[src/rtl/rec_pkg.sv]
package rec_pkg;

    localparam int STATE_W = 3;
    localparam int SAT_HI  = STATE_W - 1;
    localparam int SAT_LO  = STATE_W - 2;
    localparam int LAST_A  = 0;

    typedef enum logic [STATE_W-1:0] {
        ST_IDLE  = 3'b000,
        ST_SEEN0 = 3'b100,
        ST_SEEN1 = 3'b101,
        ST_HELD0 = 3'b110,
        ST_HELD1 = 3'b111
    } rec_state_e;

    // Next state from a raw code; unused codes fall back to idle.
    function automatic logic [STATE_W-1:0] next_code(
        input logic [STATE_W-1:0] cur,
        input logic               a,
        input logic               b
    );
        logic [STATE_W-1:0] nxt;
        case (cur)
            ST_IDLE:  nxt = a ? ST_SEEN1 : ST_SEEN0;
            ST_SEEN0: nxt = a ? ST_SEEN1 : ST_HELD0;
            ST_SEEN1: nxt = a ? ST_HELD1 : ST_SEEN0;
            ST_HELD0: nxt = !a ? ST_HELD0 : (b ? ST_HELD1 : ST_SEEN1);
            ST_HELD1: nxt = a ? ST_HELD1 : (b ? ST_HELD0 : ST_SEEN0);
            default:  nxt = ST_IDLE;
        endcase
        return nxt;
    endfunction

endpackage

[src/rtl/rec_next_logic.sv]
module rec_next_logic
    import rec_pkg::*;
(
    input  logic [STATE_W-1:0] cur_code,
    input  logic               a_bit,
    input  logic               b_bit,
    output logic [STATE_W-1:0] nxt_code
);
    always_comb begin
        nxt_code = next_code(cur_code, a_bit, b_bit);
    end
endmodule

[src/rtl/rec_state_reg.sv]
module rec_state_reg
    import rec_pkg::*;
(
    input  logic               clk,
    input  logic               rst,
    input  logic [STATE_W-1:0] d_code,
    output logic [STATE_W-1:0] q_code
);
    // One D flip-flop per state bit; reset value is the idle code.
    localparam logic [STATE_W-1:0] RST_CODE = ST_IDLE;

    for (genvar gi = 0; gi < STATE_W; gi++) begin : g_bit
        always_ff @(posedge clk) begin
            if (rst) q_code[gi] <= RST_CODE[gi];
            else     q_code[gi] <= d_code[gi];
        end
    end
endmodule

[src/rtl/rec_out_decode.sv]
module rec_out_decode (
    input  logic hi_bit,
    input  logic lo_bit,
    output logic flag
);
    // Satisfied states are exactly those with both upper bits set.
    always_comb begin
        flag = hi_bit & lo_bit;
    end
endmodule

[src/rtl/pair_hist_recognizer.sv]
module pair_hist_recognizer
    import rec_pkg::*;
(
    input  logic clk,
    input  logic rst,
    input  logic a_in,
    input  logic b_in,
    output logic z_out
);
    logic [STATE_W-1:0] state_q;
    logic [STATE_W-1:0] state_d;

    rec_next_logic u_next (
        .cur_code (state_q),
        .a_bit    (a_in),
        .b_bit    (b_in),
        .nxt_code (state_d)
    );

    rec_state_reg u_reg (
        .clk    (clk),
        .rst    (rst),
        .d_code (state_d),
        .q_code (state_q)
    );

    rec_out_decode u_out (
        .hi_bit (state_q[SAT_HI]),
        .lo_bit (state_q[SAT_LO]),
        .flag   (z_out)
    );

    // leaving idle never yields a set flag
    a_r3_idle_no_set: assert property (@(posedge clk) disable iff (rst)
        (state_q == ST_IDLE) |=> !z_out);

    // a repeated sample of a_in sets the flag
    a_r4_pair_zero: assert property (@(posedge clk) disable iff (rst)
        (state_q == ST_SEEN0 && !a_in) |=> z_out);
    a_r4_pair_one: assert property (@(posedge clk) disable iff (rst)
        (state_q == ST_SEEN1 && a_in) |=> z_out);

    // b_in held high keeps a set flag
    a_r5_hold: assert property (@(posedge clk) disable iff (rst)
        (z_out && b_in) |=> z_out);

    // a_in change with b_in low drops the flag
    a_r6_drop: assert property (@(posedge clk) disable iff (rst)
        (z_out && !b_in && (a_in != state_q[LAST_A])) |=> !z_out);

    // a change while clear keeps the flag clear
    a_r7_stay_clear: assert property (@(posedge clk) disable iff (rst)
        (!z_out && state_q != ST_IDLE && (a_in != state_q[LAST_A])) |=> !z_out);

    // a repeat while set keeps the flag set
    a_r8_repeat_keep: assert property (@(posedge clk) disable iff (rst)
        (z_out && (a_in == state_q[LAST_A])) |=> z_out);
endmodule

[config.mk]
export PLATFORM = sky130hd
export DESIGN_NAME = pair_hist_recognizer
export DESIGN_NICKNAME = d
export VERILOG_FILES = /design/src/rtl/rec_pkg.sv /design/src/rtl/rec_next_logic.sv /design/src/rtl/rec_state_reg.sv /design/src/rtl/rec_out_decode.sv /design/src/rtl/pair_hist_recognizer.sv
export SDC_FILE = /design/constraint.sdc
export NUM_CORES = 1
export LEC_CHECK = 0
export ABC_AREA = 1
export BUFFER_PORTS_ARGS = -buffer_cell sky130_fd_sc_hd__buf_2
export CAP_MARGIN = 15
export CORE_AREA = 2 2 39 41
export CTS_CLUSTER_SIZE = 30
export DETAILED_ROUTE_END_ITERATION = 12
export DIE_AREA = 0 0 41 43
export PLACE_DENSITY = 0.3
export SYNTH_ARGS = -nofsm -noshare
export SYNTH_HDL_FRONTEND = slang
export SYNTH_SLANG_ARGS = --single-unit
[constraint.sdc]
create_clock -name clk -period 1.3 [get_ports clk]
set_input_delay 0.39 -clock clk [delete_from_list [all_inputs] [get_ports clk]]
set_output_delay 0.39 -clock clk [all_outputs]
set_load 0.05 [all_outputs]
==> results.yml <==
critical_path:
  arrival_ns: 0.82
  r2r-start: "u_reg.q_code[0]$_SDFF_PP0_"
  rr_worst_depth: 5
  rr_endpoint: "u_reg.q_code[1]$_SDFF_PP0_"
  cp_max_fo: 3
  required_ns: 0.91
  worstSetupEndpointType: "output port"
  reg2reg_setup_slack_ns: 0.58
  critPathMaxStageDelay_ns: 0.33
  crit_chain: "nand2_1 > inv_1 > buf_6"
  critPathKind: "flip-flop to output port"
  startpoint_type: "flip-flop"
  cpMaxStageDelayCell: "dfxtp_2"
grt:
  met3_usage_pct: 6.28
  grt_overflow: 0
  busiest_layer: "met3"
  grt_pass1_vias: 123
  grt_pass1_wl_microns: 455
  grt_max_degree: 4
  grt_usage_pct: 4.81
  met1_usage_pct: 4.81
  global_route.usage.met2_pct: 3.75
  antenna_found_initial: 0
yosys:
  syn_nets: 24
  ys_seq_elements: 3
  yosys_warnings: 0
  syn_area_per_cell_sq_um: 6.51
  synth_area_sq_um: 130
  synth_cells: 20
  ys_seq_area_share_pct: 46.2
  synth_cell_types: 6
flow_run:
  maxCapViolations: 0
timing:
  worst_hold_slack_ns: 0.424
  relSlewSlack_pct: 92.6
  hold_violations: 0
  period_share_pct: 93.4
  report.final.slew_viol_count: 0
  setup_tns_ns: 0
  rsz0062_at_grt: "no"
  tightest_slew_ns: 0.111
  clock_skew_ns: 0.00246
  fmax_ghz: 0.824
  setup_viol: 0
  fin_crit_ns: 1.21
die:
  num_io_pins: 5
  core_sq_um: 1380
  fp.dieH_microns: 43
  row_count: 14
  dieArea_sq_um: 1760
  fp.dieW_microns: 41
  start_util_pct: 9.40
min_path:
  min-delay-start: "a_in"
  hold_depth: 3
  holdPathEnd: "u_reg.q_code[0]$_SDFF_PP0_"
  min_path_type: "input pin to flip-flop"
drt:
  first_pass_iters: 4
  drt_wl_total_microns: 285
  wl_per_cell_microns: 6.48
  viasPerCell: 2.98
  vias: 131
  drc_errors: 0
  drtIter0Drc: 6
  detail-route-antenna-nets: 0
finish:
  largest_reg_flops: 3
  multi_input_area_sq_um: 47.5
  top_regs: "u_reg.q_code x3"
  fillCellCount: 165
  synthToLayoutAreaGrowth_pct: 56.7
  num-nets-final: 33
  top_register: "u_reg.q_code"
  diodes: 0
  drive_gt1_share_pct: 32.1
  postLayoutCoreUtil_pct: 14.7
  seqCellArea_sq_um: 61.3
place:
  hpwl_microns: 198
  io_buffers: 4
  gp_congestion: 0.677
cts:
  path_clk_slew_ns: 0.04
  clockRootBuffer: "clkbuf_4"
  clkLatencyLatePin_ns: 0.24
  cts_tree: "yes"
  clk_path_buf_depth: 2
  cts-buffers-inserted: 3
  cts_sinks: 3
  h-tree-depth: 1
  post_cts.repair.setup_buffers: 0
power_and_ir_drop:
  ir_worst_vdd_uv: 529
  p_per_area_nw_per_um2: 1560
  p_leak_nw: 0.121
status:
  outcome: "complete, no violations"
[layout by cell type (no fill, tap or decap)]
master,netlist,layout
inv_1,6,6
buf_6,0,1
nand3_1,1,1
clkbuf_4,0,3
dfxtp_2,0,1
a21oi_2,1,1
buf_2,0,3
nor2_1,1,1
nand2_1,8,8
clkbuf_1,0,1
dfxtp_1,3,2
[critical path: cells and delay by family (launching register included)]
kind                   cells  cell delay [ns]
buffers and inverters      2             0.21
flip-flops                 1             0.33
AND/OR/NAND/NOR            1             0.05
[cell families after synthesis]
kind of cell	Yosys count	share of synthesized area, %
AO/OA/AOI/OAI	1	6.73
buffers and inverters	6	17.3
AND/OR/NAND/NOR	10	29.8
flip-flops	3	46.2
[per-stage QoR]
stage                     instances  instance area [sq um]  worst slack, ns  power (mW)
after CTS                        44                    199           0.0267       0.322
after detailed placement         40                    170            0.225       0.149
final                            44                    204           0.0861       0.319
after global placement           40                    170            0.238       0.149
after floorplan                  20                    130            0.236       0.138
after global routing             44                    204           0.0197       0.347
[cell type report]
type	instances	share of cell area [%]
flip-flops and latches	3	30.1
multi-input cells	11	23.3
clock buffers	4	12.9
repair buffers	4	12.9
inverters	6	11.0
well taps	16	9.82
[cells in the mapped netlist]
| library cell | number | area [sq um] |
|---|---|---|
| nand2_1 | 8 | 30.0 |
| inv_1 | 6 | 22.5 |
| dfxtp_1 | 3 | 60.1 |
| a21oi_2 | 1 | 8.76 |
| nand3_1 | 1 | 5.00 |
| nor2_1 | 1 | 3.75 |
[timing repair]
| item | 4_1_cts | 5_1_grt |
|---|---|---|
| setup endpoints to repair | 1 | 1 |
| gates resized for setup | 1 | 2 |
| hold buffers | 0 | 0 |
[worst max-delay path by stage]
stage | start | cells past startpoint | end | slack (ns)
2_1_floorplan | u_reg.q_code[1]$_SDFF_PP0_ | 2 | z_out | 0.24
3_3_place_gp | u_reg.q_code[1]$_SDFF_PP0_ | 3 | z_out | 0.24
3_5_place_dp | u_reg.q_code[1]$_SDFF_PP0_ | 3 | z_out | 0.23
4_1_cts | u_reg.q_code[1]$_SDFF_PP0_ | 3 | z_out | 0.03
5_1_grt | u_reg.q_code[1]$_SDFF_PP0_ | 3 | z_out | 0.02
6_report | u_reg.q_code[1]$_SDFF_PP0_ | 3 | z_out | 0.09
[layer usage]
layer	vias to the layer above	wire length, microns
li1	74	-
met1	48	132
met2	7	88
met3	2	53
met4	0	11
met5	-	0
[power breakdown]
part / switching (mW) / total (mW) / internal, mW
clock network: 0.0525 / 0.168 / 0.115
logic: 0.0246 / 0.0409 / 0.0162
registers: 0.00628 / 0.110 / 0.104
total: 0.0834 / 0.319 / 0.235
No activity file was read; power rests on OpenSTA's default activity.
